<file path="src/rtl/eoc_pkg.sv">
package eoc_pkg;
  typedef enum logic {SC_IDLE, SC_SCAN} scan_st_t;
endpackage

</file>
<file path="src/rtl/eoc_ts_store.sv">
module eoc_ts_store #(
  parameter int TS_W  = 8,
  parameter int DEPTH = 8,
  parameter int LAT   = 48,
  localparam int IDX_W = $clog2(DEPTH)
) (
  input  logic             clk,
  input  logic             rst_n,
  input  logic [TS_W-1:0]  bx_i,
  input  logic             alloc_i,
  input  logic             free_i,
  input  logic [IDX_W-1:0] free_idx_i,
  input  logic [TS_W-1:0]  trig_ts_i,
  input  logic             scan_busy_i,
  input  logic [IDX_W-1:0] scan_idx_i,
  input  logic             rd_busy_i,
  input  logic [IDX_W-1:0] rd_idx_i,
  output logic             full_o,
  output logic [IDX_W-1:0] alloc_idx_o,
  output logic             match_o,
  output logic [IDX_W-1:0] match_idx_o,
  output logic [TS_W-1:0]  rd_ts_o,
  output logic             purge_o,
  output logic [IDX_W-1:0] purge_idx_o
);
  logic [DEPTH-1:0] vld_q;
  logic [TS_W-1:0]  ts_q [DEPTH];
  logic [DEPTH-1:0] fresh_w;
  logic [DEPTH-1:0] pinned_w;
  logic             a_found;

  // age is taken modulo 2^TS_W; an entry is fresh while its age is within LAT
  for (genvar g = 0; g < DEPTH; g++) begin : g_age
    logic [TS_W-1:0] age_w;
    assign age_w       = bx_i - ts_q[g];
    assign fresh_w[g]  = (age_w <= TS_W'(LAT));
    assign pinned_w[g] = (scan_busy_i && scan_idx_i == IDX_W'(g)) ||
                         (rd_busy_i && rd_idx_i == IDX_W'(g));
  end

  assign full_o  = &vld_q;
  assign rd_ts_o = ts_q[rd_idx_i];

  always_comb begin
    alloc_idx_o = '0;
    a_found     = 1'b0;
    match_o     = 1'b0;
    match_idx_o = '0;
    purge_o     = 1'b0;
    purge_idx_o = '0;
    for (int i = 0; i < DEPTH; i++) begin
      if (!vld_q[i] && !a_found) begin
        alloc_idx_o = IDX_W'(i);
        a_found     = 1'b1;
      end
      if (vld_q[i] && fresh_w[i] && ts_q[i] == trig_ts_i && !match_o) begin
        match_idx_o = IDX_W'(i);
        match_o     = 1'b1;
      end
      if (vld_q[i] && !fresh_w[i] && !pinned_w[i] && !purge_o) begin
        purge_idx_o = IDX_W'(i);
        purge_o     = 1'b1;
      end
    end
  end

  always_ff @(posedge clk or negedge rst_n) begin
    if (!rst_n) begin
      vld_q <= '0;
    end else begin
      if (alloc_i) vld_q[alloc_idx_o] <= 1'b1;
      if (free_i)  vld_q[free_idx_i]  <= 1'b0;
      if (purge_o) vld_q[purge_idx_o] <= 1'b0;
    end
  end

  always_ff @(posedge clk) begin
    if (alloc_i) ts_q[alloc_idx_o] <= bx_i;
  end
endmodule

</file>
<file path="src/rtl/eoc_hit_buf.sv">
module eoc_hit_buf #(
  parameter int DEPTH  = 24,
  parameter int TIDX_W = 3,
  parameter int ROW_W  = 8,
  parameter int AMP_W  = 3,
  localparam int SLOT_W = $clog2(DEPTH)
) (
  input  logic              clk,
  input  logic              rst_n,
  input  logic              wr_i,
  input  logic [TIDX_W-1:0] wr_tidx_i,
  input  logic [ROW_W-1:0]  wr_row_i,
  input  logic [AMP_W-1:0]  wr_amp_i,
  output logic              full_o,
  input  logic              sel_en_i,
  input  logic [TIDX_W-1:0] sel_tidx_i,
  output logic              sel_valid_o,
  output logic [ROW_W-1:0]  sel_row_o,
  output logic [AMP_W-1:0]  sel_amp_o,
  input  logic              pop_i,
  input  logic              purge_i,
  input  logic [TIDX_W-1:0] purge_tidx_i
);
  logic [DEPTH-1:0]  vld_q;
  logic [TIDX_W-1:0] tidx_q [DEPTH];
  logic [ROW_W-1:0]  row_q  [DEPTH];
  logic [AMP_W-1:0]  amp_q  [DEPTH];
  logic [SLOT_W-1:0] wr_slot;
  logic [SLOT_W-1:0] sel_slot;
  logic              w_found;
  logic              do_wr;

  assign full_o    = &vld_q;
  assign do_wr     = wr_i && !full_o;
  assign sel_row_o = row_q[sel_slot];
  assign sel_amp_o = amp_q[sel_slot];

  // lowest free slot takes the next hit; lowest slot of the selected event leaves first
  always_comb begin
    wr_slot     = '0;
    w_found     = 1'b0;
    sel_slot    = '0;
    sel_valid_o = 1'b0;
    for (int i = 0; i < DEPTH; i++) begin
      if (!vld_q[i] && !w_found) begin
        wr_slot = SLOT_W'(i);
        w_found = 1'b1;
      end
      if (sel_en_i && vld_q[i] && tidx_q[i] == sel_tidx_i && !sel_valid_o) begin
        sel_slot    = SLOT_W'(i);
        sel_valid_o = 1'b1;
      end
    end
  end

  always_ff @(posedge clk or negedge rst_n) begin
    if (!rst_n) begin
      vld_q <= '0;
    end else begin
      if (do_wr) vld_q[wr_slot] <= 1'b1;
      if (pop_i && sel_valid_o) vld_q[sel_slot] <= 1'b0;
      for (int i = 0; i < DEPTH; i++) begin
        if (purge_i && vld_q[i] && tidx_q[i] == purge_tidx_i) vld_q[i] <= 1'b0;
      end
    end
  end

  always_ff @(posedge clk) begin
    if (do_wr) begin
      tidx_q[wr_slot] <= wr_tidx_i;
      row_q[wr_slot]  <= wr_row_i;
      amp_q[wr_slot]  <= wr_amp_i;
    end
  end
endmodule

</file>
<file path="src/rtl/colpair_eoc.sv">
module colpair_eoc #(
  parameter int NROWS     = 160,
  parameter int AMP_W     = 3,
  parameter int TS_W      = 8,
  parameter int TS_DEPTH  = 8,
  parameter int HIT_DEPTH = 24,
  parameter int LAT       = 48,
  localparam int ROW_W  = $clog2(NROWS),
  localparam int WORD_W = TS_W + ROW_W + AMP_W
) (
  input  logic              clk,
  input  logic              rst_n,
  input  logic              fast_or_i,
  output logic              tok_out_o,
  input  logic              pix_valid_i,
  input  logic [ROW_W-1:0]  pix_row_i,
  input  logic [AMP_W-1:0]  pix_amp_i,
  input  logic              tok_ret_i,
  input  logic              trig_valid_i,
  input  logic [TS_W-1:0]   trig_ts_i,
  output logic              trig_ready_o,
  output logic              out_valid_o,
  input  logic              out_ready_i,
  output logic [WORD_W-1:0] out_data_o,
  output logic              ovf_o,
  output logic [TS_W-1:0]   bx_o
);
  import eoc_pkg::*;
  localparam int TIDX_W = $clog2(TS_DEPTH);

  logic [TS_W-1:0]   bx_q;
  scan_st_t          scan_q;
  logic [TIDX_W-1:0] scan_idx_q;
  logic              tok_q;
  logic              ovf_q;
  logic              rd_busy_q;
  logic [TIDX_W-1:0] rd_idx_q;

  logic              ts_full, ts_match, ts_purge;
  logic [TIDX_W-1:0] alloc_idx, match_idx, purge_idx;
  logic [TS_W-1:0]   rd_ts;
  logic              hit_full, sel_valid;
  logic [ROW_W-1:0]  sel_row;
  logic [AMP_W-1:0]  sel_amp;

  logic scan_idle, start, ev_drop, cap, hit_drop, trig_acc, pop, rd_done;

  assign scan_idle = (scan_q == SC_IDLE);
  assign start     = scan_idle && fast_or_i && !ts_full;
  assign ev_drop   = scan_idle && fast_or_i && ts_full;
  assign cap       = !scan_idle && pix_valid_i;
  assign hit_drop  = cap && hit_full;
  assign trig_ready_o = scan_idle && !rd_busy_q;
  assign trig_acc  = trig_valid_i && trig_ready_o;
  assign out_valid_o = rd_busy_q && sel_valid;
  assign pop       = out_valid_o && out_ready_i;
  assign rd_done   = rd_busy_q && !sel_valid;
  assign out_data_o = {rd_ts, sel_row, sel_amp};
  assign tok_out_o = tok_q;
  assign ovf_o     = ovf_q;
  assign bx_o      = bx_q;

  eoc_ts_store #(.TS_W(TS_W), .DEPTH(TS_DEPTH), .LAT(LAT)) ts_i (
    .clk(clk), .rst_n(rst_n), .bx_i(bx_q),
    .alloc_i(start), .free_i(rd_done), .free_idx_i(rd_idx_q),
    .trig_ts_i(trig_ts_i),
    .scan_busy_i(!scan_idle), .scan_idx_i(scan_idx_q),
    .rd_busy_i(rd_busy_q), .rd_idx_i(rd_idx_q),
    .full_o(ts_full), .alloc_idx_o(alloc_idx),
    .match_o(ts_match), .match_idx_o(match_idx),
    .rd_ts_o(rd_ts), .purge_o(ts_purge), .purge_idx_o(purge_idx)
  );

  eoc_hit_buf #(.DEPTH(HIT_DEPTH), .TIDX_W(TIDX_W), .ROW_W(ROW_W), .AMP_W(AMP_W)) hb_i (
    .clk(clk), .rst_n(rst_n),
    .wr_i(cap), .wr_tidx_i(scan_idx_q), .wr_row_i(pix_row_i), .wr_amp_i(pix_amp_i),
    .full_o(hit_full),
    .sel_en_i(rd_busy_q), .sel_tidx_i(rd_idx_q),
    .sel_valid_o(sel_valid), .sel_row_o(sel_row), .sel_amp_o(sel_amp),
    .pop_i(pop), .purge_i(ts_purge), .purge_tidx_i(purge_idx)
  );

  always_ff @(posedge clk or negedge rst_n) begin
    if (!rst_n) begin
      bx_q       <= '0;
      scan_q     <= SC_IDLE;
      scan_idx_q <= '0;
      tok_q      <= 1'b0;
      ovf_q      <= 1'b0;
      rd_busy_q  <= 1'b0;
      rd_idx_q   <= '0;
    end else begin
      bx_q  <= bx_q + 1'b1;
      tok_q <= start;
      ovf_q <= ovf_q | ev_drop | hit_drop;
      if (start) begin
        scan_q     <= SC_SCAN;
        scan_idx_q <= alloc_idx;
      end else if (!scan_idle && tok_ret_i) begin
        scan_q <= SC_IDLE;
      end
      if (trig_acc && ts_match) begin
        rd_busy_q <= 1'b1;
        rd_idx_q  <= match_idx;
      end else if (rd_done) begin
        rd_busy_q <= 1'b0;
      end
    end
  end
endmodule

</file>
<file path="config.mk">
export PLATFORM = sky130hd
export DESIGN_NAME = colpair_eoc
export DESIGN_NICKNAME = d
export VERILOG_FILES = /design/src/rtl/eoc_pkg.sv /design/src/rtl/eoc_ts_store.sv /design/src/rtl/eoc_hit_buf.sv /design/src/rtl/colpair_eoc.sv
export SDC_FILE = /design/constraint.sdc
export NUM_CORES = 1
export LEC_CHECK = 0
export CORE_MARGIN = 3
export CORE_UTILIZATION = 53
export DETAILED_ROUTE_END_ITERATION = 10
export DONT_BUFFER_PORTS = 1
export HOLD_SLACK_MARGIN = 0.12
export PLACE_DENSITY = 0.77
export SLEW_MARGIN = 20
export SYNTH_ARGS = -nofsm -noshare
export SYNTH_HDL_FRONTEND = slang
export SYNTH_HIERARCHICAL = 1
export SYNTH_SLANG_ARGS = --single-unit
</file>
<file path="constraint.sdc">
create_clock -name clk -period 5 [get_ports clk]
set_clock_uncertainty 0.1 [all_clocks]
set_input_delay 1 -clock clk [delete_from_list [all_inputs] [get_ports clk]]
set_output_delay 1 -clock clk [all_outputs]
set_load 0.01 [all_outputs]
</file>
==> metrics.md <==
| Metric | Value |
|---|---|
| Die height | 215.3 microns |
| Layout area overhead | 17.66% |
| Synth Register Bits | 450 |
| Area occupied by multi-input gates | 0.009874 sq mm |
| PwrDens | 342.9 mW/mm^2 |
| Total power | 9369 uW |
| CP Capture Type | output pin |
| Peak VDD IR | 304.1 uV |
| RSZ-0062 raised after global routing | true |
| Post-DRT Antenna Nets | 0 |
| Slew Limit Fails | 0 |
| Met3 Use GR | 6.731% |
| # setup viols final | 11 |
| Drt pass-1 iters | 5 |
| Starting Density | 53.79% |
| Clk root buf | clkbuf_16 |
| Clk pwr share | 38.6% |
| Most Crowded Layer GR | met2 |
| 1st-iter DRT viols | 1,859 |
| CP Launch Type | register |
| Post-DP HPWL | 42,460 microns |
| Reg clk slew, reported paths | 0.06 ns |
| CTS Buffer Depth | 3 |
| Die Footprint | 0.04636 sq mm |
| Setup ws final | -0.2053 ns |
| Via/cell ratio | 6.405 |
| Max cap viols | 0 |
| Num rows | 76 |
| Total internal power | 6924 uW |
| Syn nets | 1,893 |
| Crit Path Class | reg2out |
| Leakage | 0.009622 uW |
| Sw Pwr | 2444 uW |
| Fmax | 192.1 MHz |
| RD Place Congestion | 0.9826 |
| Post-synth EDFFs | 400 |
| Remaining Overflow, GRT | 0 |
| Sw Ratio | 26.09% |
| CTS sink count | 450 |
| Antenna violations before repair | 1 |
| Final nets | 2,019 |
| Hold Violations, Final | 0 |
| Vias | 16,380 |
| Slew Limit Headroom | 23.63% |
| Worst-Margin Slew | 1.134 ns |
| Reg2reg path depth | 15 |
| # H-tree levels | 2 |
| Share of layout cells above drive strength 1 | 19.98% |
| Worst hold path type | in2async |
| Final Cycle Share | 104.1% |
| Global-route wire length before repair | 97,900 microns |
| Place WS | 0.1275 ns |
| Comb power frac | 14.5% |
| Num CTS Buffers | 47 |
| Violated checks | negative setup slack |
| Ys async rst share | 11.11% |
| CTS tree | done |
| WHS | 0.1622 ns |
| Largest net degree at the start of global routing | 51 |
| Routed WL | 66,650 microns |
| Dominant cells by area after synthesis | edfxtp_1 52%, dfrtp_1 5.4%, xnor2_1 5.0%, mux2i_1 4.5%, xor2_1 4.3% |
| Synth Instances | 1,810 |
| Sequential Power Share | 46.9% |
| Antenna fix cells | 0 |
| Register area | 0.01328 sq mm |
| Vias in the first global route | 16,290 |
| Core area | 0.04317 sq mm |
| I/O pin count | 57 |
| Post-synth top area share | 51.73% |
| Drt wl/cell | 26.06 microns |
| Min cycle time layout | 5.205 ns |
| DRC | 0 |
| Worst Path Max Fanout | 14 |
| Synth Warn # | 6 |
| Met2 usage | 44.73% |
| Post-layout util | 63.28% |
| Chip Width | 215.3 microns |
| Mapped cell area | 0.02322 sq mm |
| Worst Path Required | 3.90 ns |
| Largest area contributor in the netlist | edfxtp_1 |
| Synthesized area per cell | 12.83 sq um |
| Top_reg_cell synth | edfxtp_1 |
| CP arrival | 4.11 ns |
| Seq/Total Area, Yosys | 57.12% |
| Worst skew pair latency | 0.60 ns |
| Yosys cell types | 100 |
| Port Buf Inserts | 0 |
| Status | finished, violations left |
| # fillers | 3,108 |
| Met1 global-route usage | 37.02% |
| Total global routing track utilization | 27.71% |
==> placed cells by master (no fill, tap or decap), types with 40 or more instances in the layout <==
cell	instances
edfxtp_1	400
xnor2_1	133
nor2_1	120
xor2_1	107
buf_4	105
mux2i_1	97
nand2_1	80
a21oi_1	72
inv_1	67
ha_1	57
clkbuf_16	51
dfrtp_1	46
nand3_1	40
==> routing by layer <==
layer,share of wire (%),routed length (microns)
met5,0.011,7
met4,3.8,2549
met1,39,25720
met2,47,31230
met3,11,7137
==> path summary, 6_finish.rpt <==
path / slack [ns] / startpoint / to
hold / removal: 0.16 / rst_n / scan_q
max in group asynchronous: 4.35 / rst_n / bx_o[3]
setup / recovery: -0.21 / rd_idx_q[0] / out_data_o[6]
min in group clk: 0.39 / pix_amp_i[1] / hb_i/amp_q[3][1]
hold reg to reg: 0.45 / ovf_o / ovf_o
setup reg to reg: 0.49 / bx_o[2] / hb_i/vld_q[15]
==> stage by stage <==
step | std cells | instance area (sq um) | TNS (ns)
after CTS | 2538 | 26720 | -0.09792
after global routing | 2557 | 27320 | -1.863
final | 2557 | 27320 | -0.8090
after detailed placement | 2419 | 24360 | 0
after floorplan | 1810 | 23220 | 0
after global placement | 2419 | 24360 | 0
==> cell type report <==
type                            instances  share of cell area, %
Sequential cell                       450                  48.59
Multi-Input combinational cell       1226                  36.14
Timing Repair Buffer                  144                  5.803
Clock buffer                           58                  4.529
Tap cell                              585                  2.679
Clock inverter                         27                  1.333
Inverter                               67                 0.9205
==> power by group through the flow <==
stage	Clock [uW]	Combinational (uW)	Sequential, uW
6_report	3620	1350	4400
5_1_grt	3810	1450	4410
4_1_cts	3640	1320	4390
3_5_place_dp	0	1300	4470
3_3_place_gp	0	1270	4460
2_1_floorplan	0	885	4450
==> critical path, stage by stage, from the launching register on <==
cell	delay [ns]
dfrtp_4	0.49
buf_12	0.15
buf_4	0.18
xor2_1	0.19
nor4_2	0.07
buf_4	0.15
nor4_1	0.46
o21ai_1	0.16
a21o_4	0.28
bufbuf_16	0.31
nor2_2	0.35
a21boi_0	0.41
a32oi_2	0.15
nand3_2	0.15
==> flip-flops by register name (all words and copies together), names as in the netlist <==
signal	cells
tok_out_o	1
bx_o	8
ovf_o	1
hb_i/row_q	192
hb_i/amp_q	72
hb_i/tidx_q	72
hb_i/vld_q	24
rd_idx_q	3
scan_idx_q	3
scan_q	1
ts_i/vld_q	8
rd_busy_q	1
ts_i/ts_q	64
==> kinds of logic (layout without fill, tap and decap cells) <==
family                     Yosys count  in the layout  share of synthesized area [%]
xor gates and xnor gates           248            248                          9.387
muxes                              156            156                          7.975
buffers and inverters              134            296                          2.996
and+or+nand+nor                    488            488                          11.31
adders and majority gates           57             57                          3.071
DFF                                450            450                          57.12
AOI/OAI and AO/OA                  277            277                          8.147
==> synth_stat cells (all sizes together) (7+ instances only) <==
library cell  count
and2             10
edfxtp          400
nor2b            21
o31ai             8
mux2             33
xnor2           133
nand3            50
a22oi            32
clkbuf           20
inv              67
o21a              9
mux4             19
dfrtp            50
nor3             32
nand4            38
or4              13
nand2b           24
ha               57
buf              47
xor2            115
o21ai            30
nand2            87
a21oi            78
mux2i           104
or2              11
nor4             39
o32ai             7
nor2            132
o22ai            40
==> repair_timing <==
item | 4_1_cts | 5_1_grt
gates cloned | 6 | 4
endpoints found under the hold margin | 50 | 0
pin swaps | 11 | 35
hold buffers | 1 | 0
setup endpoints to repair | 11 | 11
gates resized for setup | 53 | 74
buffers inserted | 27 | 16
Power figures use the tool's default switching activity.
